$ cat src/rtl/lq_pkg.sv
package lq_pkg;

    // Bit positions inside the PHY basic status word
    localparam int LQ_LINK_BIT   = 2;
    localparam int LQ_ANDONE_BIT = 5;
    localparam logic [15:0] LQ_INVALID = 16'hFFFF;

    typedef enum logic [1:0] {
        LQ_UNKNOWN = 2'd0,
        LQ_DOWN    = 2'd1,
        LQ_UP      = 2'd2
    } lq_state_e;

    typedef enum logic [1:0] {
        LQ_SPD_NONE = 2'd0,
        LQ_SPD_10   = 2'd1,
        LQ_SPD_100  = 2'd2
    } lq_speed_e;

    typedef enum logic [1:0] {
        LQ_DPX_UNK  = 2'd0,
        LQ_DPX_HALF = 2'd1,
        LQ_DPX_FULL = 2'd2
    } lq_duplex_e;

    typedef struct packed {
        lq_state_e  state;
        lq_speed_e  speed;
        lq_duplex_e duplex;
        logic       pulse;
    } lq_link_t;

endpackage

$ cat src/rtl/lq_status_tracker.sv
module lq_status_tracker #(
    parameter int SETTLE_CYC = 375_000_000,
    localparam int TW = $clog2(SETTLE_CYC + 1)
) (
    input  logic          clk,
    input  logic          rst_n,
    input  logic          sample_valid_i,
    input  logic [15:0]   status_i,
    output logic [TW-1:0] elapsed_o
);

    localparam logic [TW-1:0] SAT = TW'(SETTLE_CYC);

    typedef struct packed {
        logic [15:0]   stored;
        logic [TW-1:0] tim;
    } trk_t;

    trk_t trk_d, trk_q;
    logic differs;

    always_comb begin
        differs = (status_i != trk_q.stored);
        trk_d   = trk_q;
        if (trk_q.tim != SAT) begin
            trk_d.tim = trk_q.tim + TW'(1);
        end
        if (sample_valid_i && differs) begin
            trk_d.stored = status_i;
            trk_d.tim    = TW'(1);
        end
        // A changed word has zero age on the sample that carries it
        elapsed_o = differs ? '0 : trk_q.tim;
    end

    always_ff @(posedge clk) begin
        if (!rst_n) begin
            trk_q <= '0;
        end else begin
            trk_q <= trk_d;
        end
    end

    // a differing sample is stored and its age restarts
    p_store_restart_r2: assert property (@(posedge clk) disable iff (!rst_n)
        (sample_valid_i && (status_i != trk_q.stored)) |=>
            ((trk_q.stored == $past(status_i)) && (trk_q.tim == TW'(1))));

    // the age never passes the settle limit
    p_age_bounded_r2: assert property (@(posedge clk) disable iff (!rst_n)
        trk_q.tim <= SAT);

endmodule

$ cat src/rtl/lq_rule_eval.sv
module lq_rule_eval
    import lq_pkg::*;
#(
    parameter int SETTLE_CYC = 375_000_000,
    localparam int TW = $clog2(SETTLE_CYC + 1)
) (
    input  logic [15:0]   status_i,
    input  logic [TW-1:0] elapsed_i,
    input  lq_state_e     cur_i,
    input  logic          aneg_en_i,
    input  logic          side_link_i,
    input  logic          side_sig_i,
    input  logic          side_10_i,
    input  logic          side_100_i,
    output lq_state_e     cand_o
);

    lq_state_e raw;
    lq_state_e ruled;
    logic      side_ok;

    always_comb begin
        raw = status_i[LQ_LINK_BIT] ? LQ_UP : LQ_DOWN;

        // Ordered override list; first match wins
        if (status_i == LQ_INVALID) begin
            ruled = LQ_DOWN;
        end else if ((cur_i == LQ_UP) && (raw == LQ_DOWN)) begin
            ruled = LQ_DOWN;
        end else if (elapsed_i < TW'(SETTLE_CYC)) begin
            ruled = LQ_UNKNOWN;
        end else if (status_i[LQ_ANDONE_BIT]) begin
            ruled = raw;
        end else if (aneg_en_i) begin
            ruled = LQ_DOWN;
        end else begin
            ruled = raw;
        end

        // An UP verdict needs a consistent side status
        side_ok = side_link_i && side_sig_i && (side_10_i ^ side_100_i);
        cand_o  = ((ruled == LQ_UP) && !side_ok) ? LQ_UNKNOWN : ruled;
    end

endmodule

$ cat src/rtl/lq_sat_counter.sv
module lq_sat_counter #(
    parameter int W = 16
) (
    input  logic         clk,
    input  logic         rst_n,
    input  logic         inc_i,
    output logic [W-1:0] count_o
);

    localparam logic [W-1:0] TOP = '1;

    logic [W-1:0] cnt_d, cnt_q;

    always_comb begin
        cnt_d = cnt_q;
        if (inc_i && (cnt_q != TOP)) begin
            cnt_d = cnt_q + W'(1);
        end
    end

    always_ff @(posedge clk) begin
        if (!rst_n) begin
            cnt_q <= '0;
        end else begin
            cnt_q <= cnt_d;
        end
    end

    assign count_o = cnt_q;

    // a full counter stays full
    p_hold_at_top_r11: assert property (@(posedge clk) disable iff (!rst_n)
        (cnt_q == TOP) |=> (cnt_q == TOP));

    // an event below the top adds exactly one
    p_step_one_r11: assert property (@(posedge clk) disable iff (!rst_n)
        (inc_i && (cnt_q != TOP)) |=> (cnt_q == $past(cnt_q) + W'(1)));

endmodule

$ cat src/rtl/link_qualifier.sv
module link_qualifier
    import lq_pkg::*;
#(
    parameter int SETTLE_CYC = 375_000_000,
    parameter int CNT_W      = 16
) (
    input  logic             clk,
    input  logic             rst_n,
    input  logic             sample_valid_i,
    input  logic [15:0]      status_i,
    input  logic             side_link_i,
    input  logic             side_sig_i,
    input  logic             side_10_i,
    input  logic             side_100_i,
    input  logic             side_fdx_i,
    input  logic             aneg_en_i,
    output logic [1:0]       link_state_o,
    output logic [1:0]       speed_o,
    output logic [1:0]       duplex_o,
    output logic             change_pulse_o,
    output logic             reeval_req_o,
    output logic [CNT_W-1:0] up_count_o,
    output logic [CNT_W-1:0] drop_count_o
);

    localparam int TW = $clog2(SETTLE_CYC + 1);

    logic [TW-1:0] elapsed;
    lq_state_e     cand;
    lq_link_t      link_d, link_q;
    logic          up_inc, drop_inc;

    lq_status_tracker #(.SETTLE_CYC(SETTLE_CYC)) u_tracker (
        .clk            (clk),
        .rst_n          (rst_n),
        .sample_valid_i (sample_valid_i),
        .status_i       (status_i),
        .elapsed_o      (elapsed)
    );

    lq_rule_eval #(.SETTLE_CYC(SETTLE_CYC)) u_rules (
        .status_i    (status_i),
        .elapsed_i   (elapsed),
        .cur_i       (link_q.state),
        .aneg_en_i   (aneg_en_i),
        .side_link_i (side_link_i),
        .side_sig_i  (side_sig_i),
        .side_10_i   (side_10_i),
        .side_100_i  (side_100_i),
        .cand_o      (cand)
    );

    always_comb begin
        link_d       = link_q;
        link_d.pulse = 1'b0;
        up_inc       = 1'b0;
        drop_inc     = 1'b0;
        if (sample_valid_i && (cand != link_q.state)) begin
            link_d.state = cand;
            if ((cand == LQ_UP) || (link_q.state == LQ_UP)) begin
                link_d.pulse = 1'b1;
                if (cand == LQ_UP) begin
                    link_d.speed  = side_100_i ? LQ_SPD_100 : LQ_SPD_10;
                    link_d.duplex = side_fdx_i ? LQ_DPX_FULL : LQ_DPX_HALF;
                    up_inc        = 1'b1;
                end else begin
                    link_d.speed  = LQ_SPD_NONE;
                    link_d.duplex = LQ_DPX_UNK;
                    drop_inc      = 1'b1;
                end
            end
        end
    end

    always_ff @(posedge clk) begin
        if (!rst_n) begin
            link_q <= '{state: LQ_UNKNOWN, speed: LQ_SPD_NONE,
                        duplex: LQ_DPX_UNK, pulse: 1'b0};
        end else begin
            link_q <= link_d;
        end
    end

    lq_sat_counter #(.W(CNT_W)) u_up_cnt (
        .clk     (clk),
        .rst_n   (rst_n),
        .inc_i   (up_inc),
        .count_o (up_count_o)
    );

    lq_sat_counter #(.W(CNT_W)) u_drop_cnt (
        .clk     (clk),
        .rst_n   (rst_n),
        .inc_i   (drop_inc),
        .count_o (drop_count_o)
    );

    assign link_state_o   = link_q.state;
    assign speed_o        = link_q.speed;
    assign duplex_o       = link_q.duplex;
    assign change_pulse_o = link_q.pulse;
    assign reeval_req_o   = (link_q.state == LQ_UNKNOWN);

    // the all-ones word never leaves the link anywhere but DOWN
    p_invalid_down_r4: assert property (@(posedge clk) disable iff (!rst_n)
        (sample_valid_i && (status_i == LQ_INVALID)) |=> (link_state_o == 2'd1));

    // a lost link bit while UP is taken on that sample
    p_drop_at_once_r5: assert property (@(posedge clk) disable iff (!rst_n)
        ((link_state_o == 2'd2) && sample_valid_i && !status_i[LQ_LINK_BIT])
            |=> (link_state_o == 2'd1));

    // every pulse marks a real change that touches UP
    p_report_touches_up_r9: assert property (@(posedge clk) disable iff (!rst_n)
        change_pulse_o |-> ((link_state_o != $past(link_state_o)) &&
            ((link_state_o == 2'd2) || ($past(link_state_o) == 2'd2))));

    // outside UP the speed and duplex fields are cleared
    p_fields_cleared_r10: assert property (@(posedge clk) disable iff (!rst_n)
        (link_state_o != 2'd2) |-> ((speed_o == 2'd0) && (duplex_o == 2'd0)));

    // inside UP the fields carry a resolved value
    p_fields_set_r10: assert property (@(posedge clk) disable iff (!rst_n)
        (link_state_o == 2'd2) |-> ((speed_o != 2'd0) && (duplex_o != 2'd0)));

endmodule

$ cat config.mk
export PLATFORM = sky130hd
export DESIGN_NAME = link_qualifier
export DESIGN_NICKNAME = d
export VERILOG_FILES = /design/src/rtl/lq_pkg.sv /design/src/rtl/lq_status_tracker.sv /design/src/rtl/lq_rule_eval.sv /design/src/rtl/lq_sat_counter.sv /design/src/rtl/link_qualifier.sv
export SDC_FILE = /design/constraint.sdc
export NUM_CORES = 1
export LEC_CHECK = 0
export BUFFER_PORTS_ARGS = -buffer_cell sky130_fd_sc_hd__buf_4
export CAP_MARGIN = 20
export CORE_MARGIN = 3
export CORE_UTILIZATION = 51
export DETAILED_ROUTE_END_ITERATION = 8
export PLACE_DENSITY_LB_ADDON = 0.1
export SLEW_MARGIN = 25
export SYNTH_ARGS = -nofsm -noshare
export SYNTH_HDL_FRONTEND = slang
export SYNTH_SLANG_ARGS = --single-unit
$ cat constraint.sdc
create_clock -name clk -period 2.3 [get_ports clk]
set_input_delay 0.23 -clock clk [delete_from_list [all_inputs] [get_ports clk]]
set_output_delay 0.23 -clock clk [all_outputs]
set_load 0.1 [all_outputs]
==> results of run 1 <==
-- through the flow --
| stage | cells | utilization, % |
|---|---|---|
| final | 698 | 70.9 |
| after global routing | 698 | 70.9 |
| after CTS | 690 | 68.2 |
| after detailed placement | 671 | 65.4 |
| after global placement | 671 | 65.4 |
| after floorplan | 474 | - |
-- cells by family after synthesis --
family                     share of synthesized area, %
xor gates and xnor gates                           10.2
buffers and inverters                              3.14
and+or+nand+nor                                    29.1
AOI/OAI and AO/OA                                  10.4
adders and majority gates                          1.21
muxes                                              5.32
DFF                                                40.6
-- synth_stat cells, types with 2 or more instances --
master	number
o41ai_1	2
nand2_1	39
a21oi_1	19
o2bb2ai_1	2
o31ai_1	7
and4_1	4
o21ai_0	11
o311ai_0	2
o21a_1	2
and3_1	9
nor3b_1	3
or3_1	10
nor4_1	10
a22o_1	2
or4_1	9
nand3_1	23
nor4_2	3
nor3_1	7
nand2b_1	5
xor2_1	32
nand4_2	3
buf_6	2
ha_1	4
and2_1	5
dfxtp_1	84
nand4_1	17
o21bai_1	5
mux2i_1	22
xnor2_1	16
buf_2	2
clkbuf_1	11
inv_1	12
nor2_1	68
-- what timing repair did --
action / CTS / global route
cloned: 0 / 1
pin swaps: 6 / 18
setup buffers: 3 / 8
setup endpoints to repair: 23 / 29
gates resized for setup: 4 / 32
-- sequential cells by signal, summed over array words and instances (netlist names) --
name / cells
change_pulse_o: 1
duplex_o: 2
link_state_o: 2
u_drop_cnt.count_o: 16
speed_o: 2
u_tracker.trk_q: 45
u_up_cnt.count_o: 16
-- routing by layer --
metal / wire, µm / GRT usage (%) / vias to the layer above
met5: 0 / 0 / -
met3: 395 / 5.55 / 6
met1: 4730 / 29.1 / 1844
li1: - / - / 1934
met2: 5020 / 35.8 / 68
met4: 63 / 4.98 / 0
-- worst paths after layout --
path / from / slack (ns) / end
worst max-delay path: u_tracker.trk_q[26]$_SDFFE_PP0P_ / -0.09 / u_drop_cnt.count_o[11]$_SDFFE_PN0P_
worst min-delay path: side_fdx_i / 0.05 / duplex_o[0]$_SDFFE_PN0P_
worst max register to register: u_tracker.trk_q[26]$_SDFFE_PP0P_ / -0.09 / u_drop_cnt.count_o[11]$_SDFFE_PN0P_
worst min register to register: duplex_o[0]$_SDFFE_PN0P_ / 0.47 / duplex_o[0]$_SDFFE_PN0P_
-- critical path, stage by stage, from the launching register on --
cell and delay (ns):
dfxtp_1 0.31, and2_1 0.18, buf_4 0.14, o2111a_1 0.15, o311a_4 0.35, a41oi_4 0.34, nand3_4 0.17, or4_1 0.53
a21oi_2 0.15
-- area by class of cell --
type	instances	area, µm²
tap	102	128
multi-input combinational	362	2490
inverter	13	48.8
fill	646	2270
clock buffer	12	135
clock inverter	4	48.8
timing repair buffer	121	938
sequential	84	1750
-- power breakdown --
part           internal, W  leakage [nW]  switching [W]
sequential         0.00146         0.700      0.0000151
combinational    0.0000837          1.39       0.000112
clock             0.000503        0.0909       0.000526
total              0.00205          2.18       0.000654
==> results.ini, run 1 <==
[critical_path]
cp_max_fo=6
endpoint_kind=flop
crit_path_start_kind=flop
critical_path_arrival_ns=2.68
worstSetupPathType=flop to flop
crit_required_ns=2.59
rr_worst_depth=8

[layout]
stdcell_area_um2=5540
final_common_cell=buf_4
mostFrequentLayoutCells=113 x buf_4, 68 x nor2_1, 50 x dfxtp_1, 39 x nand2_1, 31 x xor2_1
drive_gt1_share_pct=33.9
synthToLayoutAreaGrowth_pct=33.8
diodes=0
fin_nets=620

[sta]
fin_ws_ns=-0.0942
skew_ns=0.0100
maxSlewViolCount=0
rsz0062_at_grt=yes
min_period_over_period_pct=104
slew_headroom_pct=59.7
period_needed_ns=2.39
worst_pin_slew_ns=0.599
hold_violations=0
setup_tns_ns=-0.207
hold_ws_ns=0.0531
max_clock_freq_mhz=418
final-setup-viol-count=7

[route]
drc_errors=0
wl_um=10200
detail-route-antenna-nets=0
vias_per_cell=5.52
dr.pass1.iters=4
drt-initial-drc-count=124
vias=3852
wire_per_inst_um=14.6

[run]
drv_cap=0

[yosys]
synthesis.area_um2=4140
yosysUniqueCellTypes=55
ys_ff_latch=84
synth_area_leaders=dfxtp_1 41%, xor2_1 6.8%, nor2_1 6.2%
async_flop_share_pct=0
syn_area_per_cell_um2=8.73
seq_area_frac_synth_pct=40.6
synthCells=474
yosysWarningCount=0
ys.flop_type=dfxtp_1
yosysTopAreaCell=dfxtp_1
synth_edf_count=0
synth_fp_nets=503
yosysTopAreaCellShare_pct=40.6

[cts]
hold_buffers=0
cts_tree=yes
cts-root-buf=clkbuf_8
htree_levels=3
cts_buffer_depth=2
clk_pin_slew_ns=0.09
clock_latency_ns=0.36
cts_inserted_buffers=9
clock-sinks=84

[status]
violations=setup timing
status=finished with violations

[power]
p_leak_nw=2.18
ir_drop_uv=428
powerDensity_nw_per_um2=488
finalPower_w=0.00270

[die]
fp.dieArea_um2=9230
start_util_pct=53.0
core-area_um2=7810
die_h_um=96.1
die_w_um=96.1
fp-row-count=32
ios=65

[grt]
grt_pass1_vias=3456
grt_pass1_wl_um=16000
grt_overflow=0
antenna_found_initial=0
grt_usage_pct=21.9
grt_max_degree=30

[placement]
io_buffers=64
hpwl_um=7070
place_congestion=0.814
pre_cts_slack_ns=-0.185
placed_cell_area_um2=5110

[worst_hold_path]
worstHoldPathCells=2
worst_hold_path_type=input pin to flop

Note: power is estimated with default switching activity, not from simulation.
==> run 2, diff against run 1 <==
--- a/config.mk
+++ b/config.mk
@@ -9,3 +9,3 @@
 export CAP_MARGIN = 20
-export CORE_MARGIN = 3
+export CORE_MARGIN = 10
 export CORE_UTILIZATION = 51
==> constraint.sdc (replaced) <==
create_clock -name clk -period 2.3 [get_ports clk]
set_input_delay 0.115 -clock clk [delete_from_list [all_inputs] [get_ports clk]]
set_output_delay 0.115 -clock clk [all_outputs]
set_load 0.1 [all_outputs]
==> run 2 against run 1 <==
Net effect:
- largest cell class unchanged
- largest power group unchanged
- cell area is 3.0% higher
- clock power is 15% higher
- critical path type unchanged
- critical path depth stayed put
- the flow still finishes with violations (setup timing)
- routed wire length is 12% higher
- highest routed layer unchanged
- power is 5.5% higher
==> results.ini, run 2 (synthesized netlist as in run 1, its figures left out) <==
[status]
status=finished with violations
violations=setup timing

[cts]
htree_levels=3  ; unchanged
cts_tree=yes
cts-root-buf=clkbuf_8
clk_pin_slew_ns=0.09  ; about the same
cts_buffer_depth=2  ; unchanged
cts_inserted_buffers=9  ; unchanged
clock-sinks=84  ; unchanged
clock_latency_ns=0.36  ; about the same

[die]
fp-row-count=32  ; unchanged
fp.dieArea_um2=12100  ; +31%
die_h_um=110  ; +15%
start_util_pct=53.0  ; unchanged
die_w_um=110  ; +15%
ios=65  ; unchanged
core-area_um2=7810  ; unchanged

[grt]
grt_max_degree=28  ; -6.7%
grt_overflow=0  ; unchanged
grt_pass1_wl_um=17300  ; +7.8%
grt_usage_pct=17.5  ; -4.4 points
antenna_found_initial=0  ; unchanged
grt_pass1_vias=3689  ; +6.7%

[power]
powerDensity_nw_per_um2=500  ; +2.5%
p_sw_w=0.000667  ; +2.0%
p_clk_share_pct=41.3  ; +3.2 points
p_int_w=0.00218  ; +6.7%
p_leak_nw=2.29  ; +4.8%
sw_frac_of_total_pct=23.4  ; -0.80 points
ir_drop_uv=382  ; -11%
pwr-share-comb_pct=6.9  ; -0.4 points
seq_power_share_pct=51.8  ; -2.8 points

[critical_path]
crit_path_start_kind=flop
crit_required_ns=2.53  ; -0.06 ns
endpoint_kind=flop
r2r_end=u_up_cnt.count_o[10]$_SDFFE_PN0P_
reg2reg_from=u_tracker.trk_q[41]$_SDFFE_PN0P_
critical_path_arrival_ns=2.70  ; +0.02 ns
rr_worst_depth=8  ; unchanged
timing.reg2reg.setup_slack_ns=-0.17  ; -0.08 ns
cp_max_fo=13  ; +7
worstSetupPathType=flop to flop

[worst_hold_path]
hp-start=status_i[9]
worst_hold_path_type=input pin to flop
holdPathEnd=u_tracker.trk_q[38]$_SDFFE_PN0P_
worstHoldPathCells=3  ; +1

[sta]
final-setup-viol-count=23  ; +16
rsz0062_at_grt=yes
max_clock_freq_mhz=405  ; -3.1%
maxSlewViolCount=0  ; unchanged
worst_pin_slew_ns=0.554  ; -0.0455 ns
skew_ns=0.0112  ; +0.00117 ns
hold_ws_ns=0.0145  ; -0.0386 ns
period_needed_ns=2.47  ; +0.0770 ns
hold_violations=0  ; unchanged
setup_tns_ns=-1.47  ; -1.26 ns
slew_headroom_pct=62.8  ; +3.1 points
min_period_over_period_pct=107  ; +3.3 points
fin_ws_ns=-0.171  ; -0.0770 ns

[layout]
synthToLayoutAreaGrowth_pct=37.8
drive_gt1_share_pct=35.1  ; +1.2 points
fin_nets=625  ; +0.81%
largest_register_ffs=45  ; unchanged
stdcell_area_um2=5700  ; +3.0%
finalNonFillerCells=703  ; +0.72%
diodes=0  ; unchanged
final_common_cell=buf_4
mostFrequentLayoutCells=115 x buf_4, 67 x nor2_1, 50 x dfxtp_1, 39 x nand2_1, 32 x xor2_1
fin_util_pct=73.0  ; +2.1 points
regMostFlops=u_tracker.trk_q

[route]
vias=3942  ; +2.3%
detail-route-antenna-nets=0  ; unchanged
drc_errors=0  ; unchanged
dr.pass1.iters=4  ; unchanged
wire_per_inst_um=16.2  ; +11%
vias_per_cell=5.61  ; +1.6%
drt-initial-drc-count=200  ; +61%
wl_um=11400  ; +12%

[placement]
hpwl_um=7680  ; +8.5%
io_buffers=64  ; unchanged
place_congestion=0.821  ; +0.77%
placed_cells=670  ; -0.15%
placed_cell_area_um2=5110  ; about the same

[run]
drv_cap=0  ; unchanged

## run 2: final cells by class
cell class,count,area (µm²)
Inverter,13,48.8
Fill cell,596,2100
Tap cell,102,128
Sequential cell,84,1750
Timing Repair Buffer,126,1020
Clock inverter,4,72.6
Multi-Input combinational cell,362,2540
Clock buffer,12,145
## run 2: metrics by stage
step	total power [W]	setup slack, ns
2_1_floorplan	0.00161	-0.00585
3_5_place_dp	0.00169	-0.194
5_1_grt	0.00295	-0.299
3_3_place_gp	0.00169	-0.126
6_report	0.00285	-0.171
4_1_cts	0.00286	-0.110
## run 2: power groups by stage
stage / registers (W) / logic, W / clock network, W
after floorplan: 0.00151 / 0.0000993 / 0
after global placement: 0.00151 / 0.000179 / 0
after detailed placement: 0.00151 / 0.000182 / 0
after CTS: 0.00148 / 0.000191 / 0.00119
after global routing: 0.00148 / 0.000214 / 0.00126
final: 0.00148 / 0.000197 / 0.00118
## run 2: worst max-delay path by stage
stage,from,end,slack (ns),cells past startpoint
2_1_floorplan,u_drop_cnt.count_o[2]$_SDFFE_PN0P_,u_drop_cnt.count_o[1]$_SDFFE_PN0P_,-0.006,8
3_3_place_gp,u_tracker.trk_q[42]$_SDFFE_PN0P_,u_up_cnt.count_o[13]$_SDFFE_PN0P_,-0.13,8
3_5_place_dp,u_tracker.trk_q[42]$_SDFFE_PN0P_,u_up_cnt.count_o[5]$_SDFFE_PN0P_,-0.19,8
4_1_cts,u_tracker.trk_q[32]$_SDFFE_PN0P_,u_up_cnt.count_o[13]$_SDFFE_PN0P_,-0.11,9
5_1_grt,u_tracker.trk_q[30]$_SDFFE_PN0P_,u_up_cnt.count_o[10]$_SDFFE_PN0P_,-0.30,9
6_report,u_tracker.trk_q[41]$_SDFFE_PN0P_,u_up_cnt.count_o[10]$_SDFFE_PN0P_,-0.17,8
## run 2: layer usage
layer  track usage, %  up-vias  routed length, µm
met1             22.1     1905               5110
met2             28.6       86               5660
met4             5.48        0                140
li1                 -     1939                  -
met3             4.41       12                512
met5                0        -                  0
## run 2: worst max-delay path, stage by stage, from the launching register on
cell and delay [ns]:
dfxtp_1 0.32, xor2_1 0.17, nor4_2 0.40, and3_4 0.29, o2111ai_1 0.13, a211o_4 0.37
buf_12 0.15, o311ai_0 0.36, o41ai_1 0.14
## run 2: timing repair
item                                    CTS  global route
endpoints found under the hold margin     4             0
gates resized for setup                   6            40
cloned                                    1             2
hold buffers                              2             0
endpoints found under the setup margin   22            31
pin swaps                                 2            29
setup buffers                             1            11
==> run 3, diff against run 2 <==
- CORE_UTILIZATION: 51 -> 57
- clock period: 2.3 -> 2.6 ns (I/O delays scaled with it)
==> run 3 against run 2 <==
Net effect:
- count of clock-buffer cells in the layout decreased by 1
- critical path depth unchanged
- critical path type unchanged
- die area shrank 8.7%
- clock power down 14%
- the run now ends clean
==> results.ini, run 3 (synthesized netlist as in run 1, its figures left out) <==
[power]
p_leak_nw=1.98  ; -13%
ir_drop_uv=273  ; -29%
powerDensity_nw_per_um2=485  ; -2.9%

[grt]
grt_overflow=0  ; unchanged
antenna_found_initial=0  ; unchanged
grt_pass1_vias=3416  ; -7.4%
grt_usage_pct=17.1  ; -0.34 points
grt_pass1_wl_um=16100  ; -6.4%
grt_max_degree=29  ; +3.6%

[sta]
max_clock_freq_mhz=399  ; -1.5%
hold_ws_ns=0.0254  ; +0.0109 ns
slew_headroom_pct=73.8  ; +11 points
period_needed_ns=2.51  ; +0.0381 ns
worst_pin_slew_ns=0.390  ; -0.164 ns
skew_ns=0.00755  ; -0.00367 ns
maxSlewViolCount=0  ; unchanged
fin_ws_ns=0.0907  ; +0.262 ns
hold_violations=0  ; unchanged
final-setup-viol-count=0  ; -100%
min_period_over_period_pct=96.5  ; -11 points
setup_tns_ns=0  ; +1.47 ns

[worst_hold_path]
worst_hold_path_type=input pin to flop
hp-start=status_i[14]
holdPathEnd=u_tracker.trk_q[43]$_SDFFE_PN0P_
worstHoldPathCells=3  ; unchanged

[route]
dr.pass1.iters=4  ; unchanged
wl_um=9530  ; -17%
drt-initial-drc-count=143  ; -28%
wire_per_inst_um=14.5  ; -11%
detail-route-antenna-nets=0  ; unchanged
vias_per_cell=5.47  ; -2.5%
drc_errors=0  ; unchanged
vias=3603  ; -8.6%

[critical_path]
endpoint_kind=flop
r2r_end=u_drop_cnt.count_o[14]$_SDFFE_PN0P_
crit_required_ns=2.89  ; +0.36 ns
crit_path_start_kind=flop
critical_path_arrival_ns=2.80  ; +0.10 ns
reg2reg_from=u_tracker.trk_q[25]$_SDFFE_PP0P_
rr_worst_depth=8  ; unchanged
cp_max_fo=6  ; -7
slowest_delay_ns=0.51  ; +0.11 ns
timing.reg2reg.setup_slack_ns=0.09  ; +0.26 ns
cp_cell_sequence=and2_1 > a21boi_0 > o311a_2 > buf_4 > a41oi_4 > nand4_2 > or4_1 > a21oi_1
worstSetupPathType=flop to flop
critPathSlowestCell=or4_1

[layout]
stdcell_area_um2=5120  ; -10%
final_common_cell=buf_4
mostFrequentLayoutCells=83 x buf_4, 71 x dfxtp_1, 67 x nor2_1, 39 x nand2_1, 32 x xor2_1
largest_register_ffs=45  ; unchanged
drive_gt1_share_pct=23.6  ; -12 points
fin_nets=584  ; -6.6%
synthToLayoutAreaGrowth_pct=23.8
fill_cells=565  ; -5.2%
regMostFlops=u_tracker.trk_q
diodes=0  ; unchanged

[die]
fp.dieArea_um2=11100  ; -8.7%
start_util_pct=58.0  ; +5.0 points
core-area_um2=7140  ; -8.6%
die_w_um=105  ; -4.4%
die_h_um=105  ; -4.4%
fp-row-count=31  ; -3.1%
ios=65  ; unchanged

[cts]
cts-root-buf=clkbuf_8
htree_levels=3  ; unchanged
cts_buffer_depth=2  ; unchanged
clock-sinks=84  ; unchanged
cts_inserted_buffers=9  ; unchanged
clock_latency_ns=0.36  ; about the same
cts_tree=yes
clk_pin_slew_ns=0.09  ; about the same

[placement]
pre_cts_slack_ns=0.0222  ; +0.216 ns
hpwl_um=7060  ; -8.1%
io_buffers=64  ; unchanged
place_congestion=0.843  ; +2.7%
placed_cell_area_um2=4830  ; -5.5%

[status]
status=completed

[run]
drv_cap=0  ; unchanged

[run 3: cell count changes in the layout (fill, tap and decap cells not counted), moves of 6 or more]
cell     before  now
buf_4       115   83
buf_6         6    0
dfxtp_1      50   71
dfxtp_2      24   10
dfxtp_4      10    3
or4_1         3    9
or4_4         6    0
[run 3: layer usage]
| metal | GRT usage (%) | vias up | wire length [µm] |
|---|---|---|---|
| met2 | 26.0 | 80 | 4370 |
| met3 | 4.55 | 13 | 462 |
| met1 | 22.4 | 1662 | 4540 |
| met5 | 0 | - | 0 |
| met4 | 7.25 | 0 | 164 |
| li1 | - | 1848 | - |
[run 3: worst max-delay path, delay by kind of cell (launching register included)]
family          cells  cell delay, ns
simple gates        3            0.94
flops               1            0.34
compound gates      4            1.01
buf+inv             1            0.16
[run 3: worst max-delay path by stage]
stage	from	to	slack, ns	cells after the start
final	u_tracker.trk_q[25]$_SDFFE_PP0P_	u_drop_cnt.count_o[14]$_SDFFE_PN0P_	0.09	8
after detailed placement	u_tracker.trk_q[25]$_SDFFE_PP0P_	u_drop_cnt.count_o[15]$_SDFFE_PN0P_	0.02	8
after global routing	u_tracker.trk_q[42]$_SDFFE_PN0P_	u_up_cnt.count_o[13]$_SDFFE_PN0P_	-0.007	8
after CTS	u_tracker.trk_q[23]$_SDFFE_PP0P_	u_drop_cnt.count_o[15]$_SDFFE_PN0P_	0.007	8
after floorplan	u_drop_cnt.count_o[5]$_SDFFE_PN0P_	u_drop_cnt.count_o[8]$_SDFFE_PN0P_	0.002	8
after global placement	u_tracker.trk_q[26]$_SDFFE_PP0P_	u_drop_cnt.count_o[5]$_SDFFE_PN0P_	0.13	8
[run 3: cell type report]
type,instances,area [µm²],area share (%)
clock inverter,5,57.6,1.12
sequential,84,1710,33.3
clock buffer,11,163,3.17
tap,99,124,2.42
multi-input combinational,361,2360,46.1
timing repair buffer,86,663,12.9
inverter,13,48.8,0.952
[run 3: timing repair]
action                                  CTS  global route
setup buffers                             0             2
hold buffers                              2             0
endpoints found under the setup margin    0            14
resized for setup                         0             6
hold endpoints to repair                  3             0
[run 3: report_power, final]
group	switching, W	leakage (nW)	internal [W]
logic	0.0000978	1.19	0.0000710
registers	0.0000127	0.688	0.00130
clock network	0.000480	0.103	0.000526
[run 3: per-stage QoR]
stage | cells | utilization (%) | power [W]
3_3_place_gp | 639 | 67.7 | 0.00150
3_5_place_dp | 639 | 67.7 | 0.00150
6_report | 659 | 71.8 | 0.00249
4_1_cts | 657 | 71.1 | 0.00250
5_1_grt | 659 | 71.8 | 0.00258
2_1_floorplan | 474 | - | 0.00143
